### config.mk
export PLATFORM = sky130hd
export DESIGN_NAME = evtrail_seq
export DESIGN_NICKNAME = d
export VERILOG_FILES = /design/src/rtl/evtrail_pkg.sv /design/src/rtl/evtrail_seq.sv
export SDC_FILE = /design/constraint.sdc
export NUM_CORES = 1
export LEC_CHECK = 0
export ABC_AREA = 1
export CORE_MARGIN = 2
export CORE_UTILIZATION = 46
export CTS_CLUSTER_DIAMETER = 30
export CTS_CLUSTER_SIZE = 30
export DETAILED_ROUTE_END_ITERATION = 10
export PLACE_DENSITY = 0.76
export REMOVE_ABC_BUFFERS = 1
export SLEW_MARGIN = 10
export SYNTH_ARGS = -nofsm -noshare
export SYNTH_HDL_FRONTEND = slang
export SYNTH_SLANG_ARGS = --single-unit
### constraint.sdc
create_clock -name clk -period 1.51 [get_ports clk]
set_input_delay 0.302 -clock clk [delete_from_list [all_inputs] [get_ports clk]]
set_output_delay 0.302 -clock clk [all_outputs]
set_load 0.03 [all_outputs]
### src/rtl/evtrail_pkg.sv
package evtrail_pkg;

    localparam int FUNC_W    = 8;
    localparam int VAL_W     = 8;
    localparam int ELAPSED_W = 16;
    localparam int ENTRY_W   = 2 + FUNC_W + VAL_W + ELAPSED_W;

    typedef struct packed {
        logic                 valid;
        logic                 forbidden;
        logic [FUNC_W-1:0]    func;
        logic [VAL_W-1:0]     value;
        logic [ELAPSED_W-1:0] max_gap;
    } bp_entry_t;

    typedef enum logic [2:0] {
        ST_IDLE  = 3'd0,
        ST_ARMED = 3'd1,
        ST_TRACK = 3'd2,
        ST_DONE  = 3'd3,
        ST_FAULT = 3'd4
    } seq_state_t;

    typedef enum logic [1:0] {
        V_IGNORE  = 2'd0,
        V_ADVANCE = 2'd1,
        V_DEVIATE = 2'd2,
        V_FORBID  = 2'd3
    } verdict_t;

    function automatic logic [ELAPSED_W-1:0] sat_inc(input logic [ELAPSED_W-1:0] v);
        return (&v) ? v : v + 1'b1;
    endfunction

    function automatic logic is_active(input seq_state_t s);
        return (s == ST_ARMED) || (s == ST_TRACK);
    endfunction

endpackage

### src/rtl/evtrail_seq.sv
module evtrail_seq
    import evtrail_pkg::*;
#(
    parameter int NUM_BP = 16,
    localparam int IDX_W = $clog2(NUM_BP)
) (
    input  logic                 clk,
    input  logic                 rst,
    input  logic                 start,
    input  logic                 ack,
    input  verdict_t             verdict,
    input  logic [IDX_W-1:0]     final_idx,
    output seq_state_t           state,
    output logic [IDX_W-1:0]     cur_idx,
    output logic [ELAPSED_W-1:0] elapsed,
    output logic                 log_en
);

    seq_state_t           state_q;
    logic [IDX_W-1:0]     idx_q;
    logic [ELAPSED_W-1:0] cnt_q;

    always_ff @(posedge clk) begin
        if (rst) begin
            state_q <= ST_IDLE;
            idx_q   <= '0;
            cnt_q   <= '0;
        end else begin
            case (state_q)
                ST_IDLE: begin
                    if (start) begin
                        state_q <= ST_ARMED;
                        idx_q   <= '0;
                        cnt_q   <= '0;
                    end
                end
                ST_ARMED, ST_TRACK: begin
                    cnt_q <= sat_inc(cnt_q);
                    case (verdict)
                        V_ADVANCE: begin
                            cnt_q <= '0;
                            if (idx_q == final_idx) begin
                                state_q <= ST_DONE;
                            end else begin
                                idx_q   <= idx_q + 1'b1;
                                state_q <= ST_TRACK;
                            end
                        end
                        V_DEVIATE, V_FORBID: begin
                            state_q <= ST_FAULT;
                        end
                        default: begin
                        end
                    endcase
                end
                ST_DONE, ST_FAULT: begin
                    if (ack) begin
                        state_q <= ST_IDLE;
                        idx_q   <= '0;
                        cnt_q   <= '0;
                    end
                end
                default: state_q <= ST_IDLE;
            endcase
        end
    end

    assign state   = state_q;
    assign cur_idx = idx_q;
    assign elapsed = cnt_q;
    assign log_en  = (verdict == V_DEVIATE) || (verdict == V_FORBID);

    // a match on a non-final entry steps the index by one and clears the count
    assert_step_on_match_R3: assert property (@(posedge clk) disable iff (rst)
        (is_active(state_q) && verdict == V_ADVANCE && idx_q != final_idx)
        |=> (idx_q == $past(idx_q) + 1'b1) && (cnt_q == '0) && (state_q == ST_TRACK));

    // a match on the final entry ends the run
    assert_final_done_R5: assert property (@(posedge clk) disable iff (rst)
        (is_active(state_q) && verdict == V_ADVANCE && idx_q == final_idx) |=> (state_q == ST_DONE));

    // ignored accesses leave the position untouched
    assert_ignore_keeps_pos_R6: assert property (@(posedge clk) disable iff (rst)
        (is_active(state_q) && verdict == V_IGNORE) |=> ($stable(idx_q) && is_active(state_q)));

    // the count saturates instead of wrapping
    assert_count_saturates_R4: assert property (@(posedge clk) disable iff (rst)
        (is_active(state_q) && (&cnt_q) && verdict == V_IGNORE) |=> (&cnt_q));

    // fault is frozen until acknowledged
    assert_fault_frozen_R9: assert property (@(posedge clk) disable iff (rst)
        (state_q == ST_FAULT && !ack) |=> (state_q == ST_FAULT) && $stable(idx_q) && $stable(cnt_q));

    // start outside idle has no effect on a completed run
    assert_start_ignored_R2: assert property (@(posedge clk) disable iff (rst)
        (state_q == ST_DONE && !ack) |=> (state_q == ST_DONE));

endmodule

Yosys cells after proc, flatten, opt, wreduce, memory -nomap -nowiden
Cells that the tools add are included.
{"block": "op_classes", "n_addsub": 2, "multipliers": 0, "n_div": 0, "order_cmp": 0, "eq_ne": 14, "n_shift": 0, "mux": 15, "n_bitwise": 0, "reduce_logical": 10}
{"op": "$mux 16", "count": 4}
{"op": "$pmux 16 s3", "count": 1}
{"op": "$add 16x1->16 const B", "count": 1}
{"op": "$mux 4", "count": 4}
{"op": "$reduce_and 16->1", "count": 1}
{"op": "$pmux 4 s3", "count": 1}
{"op": "$pmux 3 s3", "count": 1}
{"op": "$ne 2x2->1 const B", "count": 4}
{"op": "$eq 3x2->1 const B", "count": 2}
{"op": "$mux 3", "count": 2}
{"op": "$pmux 3 s2", "count": 1}
{"op": "$reduce_or 2->1", "count": 3}
{"op": "$reduce_and 5->1", "count": 1}
{"op": "$add 4x1->4 const B", "count": 1}
{"op": "$eq 2x2->1 const B", "count": 2}
{"op": "$eq 4x4->1", "count": 1}
{"op": "$reduce_and 4->1", "count": 1}
{"op": "$eq 3x1->1 const B", "count": 1}
{"op": "$eq 3x3->1 const B", "count": 1}
{"op": "$logic_not 3->1", "count": 1}
{"op": "$ne 3x2->1 const B", "count": 1}
{"op": "$ne 3x3->1 const B", "count": 1}
{"op": "$reduce_and 3->1", "count": 1}
{"op": "$reduce_bool 3->1", "count": 1}
{"op": "other kinds (3)", "count": 3}
{"block": "totals", "ff_bits": 23, "latchBits": 0, "ramBits": 0, "romBits": 0, "input_bits": 10, "out_inout_bits": 24, "word_cells": 44, "mem_count": 0}

Longest topological paths before layout
Gate-level depths: netlist of the first run.
{"block": "logic_depth", "word_depth": 4, "depth_mapped": 11, "depth_no_buf": 10}

Least setup slack after synthesis of the first run
OpenSTA, ideal clock, no wires.
{"block": "synth_timing", "kind": "register to register", "start": "register cnt_q[0], in the netlist elapsed[0]", "end": "register cnt_q[9], in the netlist elapsed[9]", "setup_time_ns": 0.114, "arrival_time_ns": 1.606, "t_required_ns": 1.396, "path_slack_ns": -0.210, "stages_incl_launch_ff": 10, "path_buffers": 1, "period_less_slack_ns": 1.720, "cell_sequence": "dfxtp_1 ha_1 nand2_1 nor3_4 nand2_1 nand2_4 nand2_4 buf_6 nor2_1 nor2_1"}
{"block": "synth_between", "elab_chain_cells": 4, "word_cells_on_any_way": 7}
{"item": "from (decl)", "line_no": "evtrail_seq.sv:21", "source": "logic [ELAPSED_W-1:0] cnt_q;"}
{"item": "from (signal assigned)", "line_no": "evtrail_seq.sv:38", "source": "cnt_q <= sat_inc(cnt_q);"}
{"item": "$add 16x1->16", "line_no": "evtrail_pkg.sv:32", "source": "return (&v) ? v : v + 1'b1;"}
{"item": "$mux 16", "line_no": "evtrail_pkg.sv:32"}
{"item": "$mux 16", "line_no": "evtrail_seq.sv:39", "source": "case (verdict)"}
{"item": "$pmux 16 s3", "line_no": "evtrail_seq.sv:29", "source": "case (state_q)"}
Several ways; a longest one is shown, not always the timed one. The select of a mux whose other input is x is not followed.
A chain may end at the register's enable or synchronous reset.

Worst setup path in the final report of the first run
{"block": "layout_timing", "start": "register cnt_q[8], in the netlist elapsed[8]", "end": "register cnt_q[13], in the netlist elapsed[13]"}
Same word-level chain as after synthesis.

==> flow_metrics.env, run 1 <==
export IMPL_status="finished clean"
export IMPL_dieArea_mm2=0.00403
export IMPL_power_leakage_nw=1.14
export IMPL_slew_headroom_pct=78.9
export IMPL_finalSetupViolations=0
export IMPL_die_w_um=63.5
export IMPL_cellInternalPower_mw=1.67
export IMPL_yosysSeqAreaShare_pct=28.3
export IMPL_synthCells=264
export IMPL_grt_pass1_wl_um=7120
export IMPL_num_antenna_cells=0
export IMPL_place_area_mm2=0.00223
export IMPL_worstSkewPairLatency_ns=0.33
export IMPL_drive_gt1_share_pct=28.1
export IMPL_r2r_end="elapsed[13]"
export IMPL_gp_congestion=0.848
export IMPL_sequentialPowerShare_pct=27.3
export IMPL_ys_ff_latch=23
export IMPL_comb_power_share_pct=62.5
export IMPL_cts_buffers=3
export IMPL_irDropWorstVdd_uv=1030
export IMPL_crit_start="elapsed[8]"
export IMPL_min_period_ns=1.48
export IMPL_rsz0062_at_grt="true"
export IMPL_cts_tree="done"
export IMPL_path_max_fanout=7
export IMPL_rows=21
export IMPL_clock_sinks=23
export IMPL_drv_cap=0
export IMPL_hold_slack_ns=0.528
export IMPL_io_pins=34
export IMPL_start_kind="flip-flop"
export IMPL_yosysWarnings=0
export IMPL_area_growth_pct=47.0
export IMPL_skew_ns=0.00773
export IMPL_netSwitchingFraction_pct=45.8
export IMPL_timing_rr_start="elapsed[8]"
export IMPL_powerDensity_mw_per_mm2=1280
export IMPL_worst_slew_pin_slew_ns=0.312
export IMPL_via_count=1957
export IMPL_r2r_slack_ns=0.03
export IMPL_worst_ep_required_time_ns=1.76
export IMPL_wl_per_cell_um=12.1
export IMPL_max_clock_path_buffers=2
export IMPL_slew_viol_final=0
export IMPL_instances_no_fill=384
export IMPL_cts_max_level=1
export IMPL_hold_path_class="flip-flop to flip-flop"
export IMPL_drtPass1Iterations=5
export IMPL_antenna_found_initial=0
export IMPL_dp_cells=369
export IMPL_drc=0
export IMPL_path_clk_slew_ns=0.14
export IMPL_fin_crit_sh_pct=98.0
export IMPL_vias_per_cell=5.10
export IMPL_layout_nets=351
export IMPL_ctsHoldBuffers=0
export IMPL_final_area_mm2=0.00239
export IMPL_cts_root_buf="clkbuf_4"
export IMPL_syn_avg_cell_area_um2=6.17
export IMPL_endpoint_kind="flip-flop"
export IMPL_grt_max_degree=15
export IMPL_dr_first_iter_drc_count=141
export IMPL_gr_total_overflow=0
export IMPL_synth_cell_area_mm2=0.00163
export IMPL_p_clk_share_pct=10.2
export IMPL_final_hold_violation_count=0
export IMPL_ant_nets=0
export IMPL_endpoint="elapsed[13]"
export IMPL_arrival_ns=1.73
export IMPL_start_util_pct=48.4
export IMPL_criticalPathCategory="flip-flop to flip-flop"
export IMPL_first_global_vias=1624
export IMPL_reg2reg_depth=10
export IMPL_wirelength_um=4640
export IMPL_switching_power_mw=1.41
export IMPL_dp_hpwl_um=3290
export IMPL_numPortBuffers=33
export IMPL_grt_util_all_layers_pct=21.7
export IMPL_die_h_um=63.5
export IMPL_fmax_mhz=676
export IMPL_core_mm2=0.00336
export IMPL_ys_types=25
export IMPL_hold_depth=2
[cell usage in the layout, fill, tap and decap left out, types with 7 or more instances in the layout]
cell	n
nor2_1	31
clkdlybuf4s15_1	7
dfxtp_1	13
nand3_1	35
buf_4	41
nand2_1	68
a21oi_1	15
nand2_2	9
clkdlybuf4s50_1	9
dlygate4sd2_1	11
inv_1	27
nand4_1	13
[metrics by stage]
step | total power [mW] | setup slack [ns] | TNS [ns] | util [%]
after CTS | 2.86 | 0.00179 | 0 | 67.1
after detailed placement | 2.60 | -0.252 | -4.41 | 66.4
after global routing | 3.29 | -0.0793 | -0.357 | 71.2
after floorplan | 1.82 | -0.182 | -2.66 | -
final | 3.08 | 0.0298 | 0 | 71.2
after global placement | 2.58 | -0.194 | -3.23 | 66.4
[state kept, by name, summed over array words and instances, names as in the netlist]
| name | flops |
|---|---|
| elapsed | 16 |
| cur_idx | 4 |
| state | 3 |
[power groups by stage]
stage	Combinational, mW	Clock [mW]	Sequential (mW)
after floorplan	0.753	0	1.07
after global placement	1.74	0	0.835
after detailed placement	1.76	0	0.834
after CTS	1.72	0.323	0.817
after global routing	2.08	0.349	0.861
final	1.92	0.313	0.839
[cell families (layout without fill, tap and decap cells)]
logic type / count (synthesis) / after routing / synth area share (%)
simple gates: 179 / 180 / 52.2
buf+inv: 37 / 110 / 10.1
flops: 23 / 23 / 28.3
compound gates: 22 / 22 / 7.37
fa+ha+maj: 2 / 2 / 1.54
xor+xnor: 1 / 1 / 0.538
[how the worst min path moves through the flow]
| stage | slack, ns | endpoint | from |
|---|---|---|---|
| after floorplan | 0.37 | cur_idx[2] | rst |
| final | 0.53 | state[1] | state[1] |
| after global routing | 0.56 | elapsed[4] | elapsed[4] |
| after global placement | 0.53 | state[1] | state[1] |
| after detailed placement | 0.53 | state[1] | state[1] |
| after CTS | 0.55 | state[1] | state[1] |
[critical path, cell delays in order (launching register included)]
cell and delay [ns]:
dfxtp_1 0.41, nand2_4 0.08, nor2_4 0.14, nand2_2 0.07, nor2_1 0.16, nand2_2 0.12
nand2_4 0.13, buf_4 0.12, nand3_1 0.07, nand2_1 0.07, nor2_1 0.04
[area by class of cell]
| type | instances | area [µm²] |
|---|---|---|
| clock buffer | 3 | 22.5 |
| multi-input combinational | 205 | 1050 |
| timing repair buffer | 76 | 662 |
| tap | 46 | 57.6 |
| sequential | 23 | 483 |
| inverter | 30 | 113 |
| clock inverter | 1 | 7.51 |
| fill | 310 | 968 |
[Yosys cell counts]
| cell type | n | area share, % |
|---|---|---|
| nand2_4 | 4 | 2.8 |
| inv_1 | 30 | 6.9 |
| nor3_1 | 2 | 0.61 |
| nor2_2 | 4 | 1.5 |
| nand3b_1 | 1 | 0.46 |
| ha_1 | 2 | 1.5 |
| or2_2 | 2 | 0.77 |
| buf_6 | 3 | 2.1 |
| nand2_1 | 72 | 17 |
| a21o_1 | 1 | 0.46 |
| buf_4 | 1 | 0.46 |
| and2_1 | 1 | 0.38 |
| nor3_4 | 1 | 1.0 |
| a21oi_1 | 15 | 4.6 |
| buf_1 | 1 | 0.23 |
| nor2_4 | 3 | 2.1 |
| xnor2_1 | 1 | 0.54 |
| nand2_2 | 4 | 1.5 |
| dfxtp_1 | 23 | 28 |
| nand4_1 | 13 | 5.0 |
| o21ai_0 | 3 | 0.92 |
| nor2_1 | 35 | 8.1 |
| nand3_1 | 37 | 11 |
| o21bai_1 | 3 | 1.4 |
| clkbuf_1 | 2 | 0.46 |
[timing repair]
item	in CTS	in global routing
setup buffers	0	10
resized for setup	34	35
pin swaps	1	6
cloned	1	0
endpoints found under the setup margin	27	33
[routing by layer]
metal  up-vias  track usage, %  routed length, µm
met2        78            35.7               2200
met1       873            28.9               2060
li1       1004               -                  -
met4         0            5.71                 24
met3         2            4.29                358
met5         -               0                  0
(Power assumes the default switching activity.)
==> run 2, diff against run 1 <==
CORE_UTILIZATION = 57   (was 46)
DONT_BUFFER_PORTS = 1   (was unset)
PLACE_DENSITY = 0.75   (was 0.76)
SETUP_SLACK_MARGIN = 0.1   (was unset)
==> flow_metrics.env, run 2 (synthesis results as in run 1) <==
export IMPL_clock_sinks=23
export IMPL_dieArea_mm2=0.00330
export IMPL_core_mm2=0.00273
export IMPL_path_max_fanout=5
export IMPL_cpMostUsedCell="buf_4"
export IMPL_gr_total_overflow=0
export IMPL_hold_depth=1
export IMPL_dp_hpwl_um=3010
export IMPL_start_kind="flip-flop"
export IMPL_path_cells="buf_4 > inv_1 > nand2_2 > o21ai_0 > buf_4 > buf_4 > nand2_4 > nand3_1 > a21oi_1"
export IMPL_cpPeakStageDelay_ns=0.41
export IMPL_fin_ws_ns=-0.0188
export IMPL_fin_crit_sh_pct=101
export IMPL_worstHoldEndpoint="elapsed[3]"
export IMPL_cts_root_buf="clkbuf_4"
export IMPL_worst_slew_pin_slew_ns=0.260
export IMPL_antenna_found_initial=0
export IMPL_slew_viol_final=0
export IMPL_wl_per_cell_um=16.3
export IMPL_endpoint_kind="flip-flop"
export IMPL_drive_gt1_share_pct=38.7
export IMPL_r2r_slack_ns=-0.02
export IMPL_min_period_ns=1.53
export IMPL_crit_slowest_cell="dfxtp_4"
export IMPL_min_from="rst"
export IMPL_via_count=2091
export IMPL_criticalPathCategory="flip-flop to flip-flop"
export IMPL_place_area_mm2=0.00191
export IMPL_irDropWorstVdd_uv=1210
export IMPL_worstSkewPairLatency_ns=0.32
export IMPL_drv_cap=0
export IMPL_cts_buffers=3
export IMPL_drc=0
export IMPL_skew_ns=0.0147
export IMPL_timing_rr_start="state[1]"
export IMPL_final_area_mm2=0.00229
export IMPL_rsz0062_at_grt="true"
export IMPL_layout_nets=331
export IMPL_ant_nets=0
export IMPL_finalSetupViolations=3
export IMPL_cts_tree="done"
export IMPL_num_antenna_cells=0
export IMPL_r2r_end="elapsed[4]"
export IMPL_vias_per_cell=5.99
export IMPL_drtPass1Iterations=5
export IMPL_die_h_um=57.5
export IMPL_reg2reg_depth=9
export IMPL_area_growth_pct=40.3
export IMPL_cp_top_family="buffers and inverters"
export IMPL_grt_util_all_layers_pct=27.5
export IMPL_grt_max_degree=17
export IMPL_worst_ep_required_time_ns=1.77
export IMPL_wirelength_um=5690
export IMPL_final_common_cell="nand2_1"
export IMPL_crit_buf_inv=4
export IMPL_status="finished, violations left"
export IMPL_total_power_mw=3.20
export IMPL_violations="setup timing"
export IMPL_mostFrequentLayoutCells="nand2_1, buf_4, nand3_1"
export IMPL_ctsHoldBuffers=0
export IMPL_hold_path_class="input pin to flip-flop"
export IMPL_final_hold_violation_count=0
export IMPL_numPortBuffers=0
export IMPL_largest_register_ffs=16
export IMPL_die_w_um=57.5
export IMPL_start_util_pct=59.6
export IMPL_arrival_ns=1.79
export IMPL_gp_congestion=0.881
export IMPL_dr_first_iter_drc_count=260
export IMPL_grt_pass1_wl_um=7250
export IMPL_power_leakage_nw=1.07
export IMPL_fmax_mhz=654
export IMPL_powerDensity_mw_per_mm2=1400
export IMPL_first_global_vias=1650
export IMPL_cts_max_level=1
export IMPL_slew_headroom_pct=82.5
export IMPL_rows=19
export IMPL_io_pins=34
export IMPL_path_clk_slew_ns=0.14
export IMPL_max_clock_path_buffers=2
[run 2: worst max-delay path by stage]
stage | start | to | cells after the start | slack (ns)
after CTS | cur_idx[0] | cur_idx[0] | 9 | 0.11
final | state[1] | elapsed[4] | 9 | -0.02
after global routing | elapsed[6] | elapsed[3] | 7 | -0.09
after floorplan | elapsed[0] | elapsed[9] | 8 | -0.18
after global placement | elapsed[0] | elapsed[9] | 8 | 0.07
after detailed placement | elapsed[0] | elapsed[14] | 8 | 0.02
[run 2: what timing repair did]
item / 4_1_cts / 5_1_grt
buffers inserted: 12 / 4
pin swaps: 5 / 19
hold endpoints to repair: 0 / 0
endpoints found under the setup margin: 14 / 23
cloned: 1 / 1
resized for setup: 24 / 45
[run 2: per-layer routing]
layer  track usage [%]  share of wire, %
met1              40.3                41
met2              41.1                46
met3              3.63                10
met4              10.3               2.8
met5                 0                 0
[run 2: final cells by class]
cell class	instances	area (µm²)
inverter	30	113
multi-input combinational	205	1180
sequential	23	484
tap	31	38.8
fill	161	448
clock buffer	3	22.5
clock inverter	1	5.00
timing repair buffer	56	444
[run 2: report_power, final]
group          total [mW]  switching, mW  internal (mW)
logic                2.04           1.22          0.822
clock network       0.299          0.200         0.0992
registers           0.860          0.132          0.729
[run 2: metrics by stage]
stage	hold slack [ns]	cells	setup slack, ns	setup TNS (ns)	util, %
detailed placement	0.376	327	0.0185	0	69.8
CTS	0.0120	344	0.108	0	76.8
floorplan	0.371	257	-0.182	-2.66	-
finish	0.0128	349	-0.0188	-0.0425	83.6
global route	-0.00913	349	-0.0879	-0.752	83.6
global placement	0.374	327	0.0734	0	69.8
==> run 3, diff against run 2 <==
CORE_UTILIZATION = 67   (was 57)
PLACE_DENSITY = 0.83   (was 0.75)
clock period = 1.8 ns   (was 1.51 ns; I/O delays follow)
==> flow_metrics.env, run 3 (synthesis results as in run 1) <==
export IMPL_status="finished clean"
export IMPL_powerDensity_mw_per_mm2=1180
export IMPL_place_area_mm2=0.00181
export IMPL_clock_sinks=23
export IMPL_core_mm2=0.00225
export IMPL_fin_crit_sh_pct=87.5
export IMPL_cts_tree="done"
export IMPL_numPortBuffers=0
export IMPL_power_leakage_nw=0.882
export IMPL_via_count=1829
export IMPL_criticalPathCategory="flip-flop to flip-flop"
export IMPL_first_global_vias=1589
export IMPL_drv_cap=0
export IMPL_path_max_fanout=14
export IMPL_layout_nets=305
export IMPL_gr_total_overflow=0
export IMPL_die_h_um=53.3
export IMPL_fillCellCount=175
export IMPL_num_antenna_cells=0
export IMPL_grt_max_degree=17
export IMPL_min_period_ns=1.58
export IMPL_worstSkewPairLatency_ns=0.33
export IMPL_final_hold_violation_count=0
export IMPL_multi_input_area_mm2=0.00101
export IMPL_finalSetupViolations=0
export IMPL_die_w_um=53.3
export IMPL_cts_buffers=3
export IMPL_rows=17
export IMPL_dieArea_mm2=0.00284
export IMPL_hold_path_class="input pin to flip-flop"
export IMPL_endpoint_kind="flip-flop"
export IMPL_wirelength_um=4230
export IMPL_vias_per_cell=5.72
export IMPL_io_pins=34
export IMPL_regArea_um2=462
export IMPL_largest_register_ffs=16
export IMPL_drive_gt1_share_pct=19.2
export IMPL_max_clock_path_buffers=2
export IMPL_grt_util_all_layers_pct=32.2
export IMPL_ctsHoldBuffers=0
export IMPL_slew_headroom_pct=77.6
export IMPL_cts_root_buf="clkbuf_4"
export IMPL_start_util_pct=72.3
export IMPL_fmax_mhz=635
export IMPL_drc=0
export IMPL_path_clk_slew_ns=0.14
export IMPL_cts_max_level=1
export IMPL_tns_ns=0
export IMPL_antenna_found_initial=0
export IMPL_final_common_cell="nand2_1"
export IMPL_wl_per_cell_um=13.2
export IMPL_mostFrequentLayoutCells="nand2_1, nand3_1, nor2_1"
export IMPL_worst_slew_pin_slew_ns=0.336
export IMPL_area_growth_pct=15.3
export IMPL_dp_hpwl_um=2990
export IMPL_worst_ep_required_time_ns=2.04
export IMPL_start_kind="flip-flop"
export IMPL_drtPass1Iterations=4
export IMPL_skew_ns=0.00254
export IMPL_slew_viol_final=0
export IMPL_grt_pass1_wl_um=6690
export IMPL_irDropWorstVdd_uv=995
export IMPL_final_area_mm2=0.00188
export IMPL_gp_congestion=0.841
export IMPL_ant_nets=0
export IMPL_dr_first_iter_drc_count=74
export IMPL_rsz0062_at_grt="false"
export IMPL_arrival_ns=1.82
==> run 3: timing repair <==
item / in CTS / in global routing
gates resized for setup: 0 / 3
endpoints found under the hold margin: 0 / 0
setup endpoints to repair: 0 / 9
setup buffers: 0 / 4
==> run 3: final cells by class <==
class	instances	share of cell area, %
clock inverters	1	0.266
flip-flops and latches	23	24.6
inverters	30	6.00
well taps	28	1.87
repair buffers	31	12.4
clock buffers	3	1.20
multi-input cells	204	53.7
==> run 3: where the power goes <==
part	total, mW	internal, mW	switching (mW)
clock network	0.262	0.0835	0.178
logic	1.26	0.430	0.835
registers	0.684	0.600	0.0838
total	2.21	1.11	1.10
==> run 3: worst paths after layout <==
check / slack (ns) / start / end / cells past startpoint
max: 0.22 / state[0] / elapsed[11] / 10
min: 0.07 / rst / elapsed[5] / 1
max reg2reg: 0.22 / state[0] / elapsed[11] / 10
min reg2reg: 0.53 / state[1] / state[1] / 2
==> run 3: through the flow <==
stage               hold slack, ns  utilization [%]  setup slack [ns]  total power [mW]  cells
finish                      0.0749             83.3             0.224              2.21    320
global route                0.0643             83.3             0.106              2.36    320
CTS                         0.0763             81.7             0.187              2.13    316
detailed placement           0.433             80.5             0.220              1.88    312
global placement             0.431             80.5             0.295              1.86    312
floorplan                    0.429                -             0.108              1.53    257
==> run 3: critical path: stages (launching register included) <==
cell and delay (ns):
dfxtp_1 0.37, nand2_2 0.11, nand2_1 0.09, nand2_1 0.08
nor2_2 0.05, nor2_4 0.23, nand2_4 0.19, nand2_4 0.18
nand2_1 0.09, nand2_1 0.06, nor2_1 0.04
==> run 3: routing by layer <==
metal  global-route usage, %  up-vias  part of all wire (%)
met3                    5.65       13                   8.3
met1                    42.3      815                    43
li1                        -      908                     -
met4                    13.2        0                   1.7
met2                    51.4       93                    47
met5                       0        -                     0
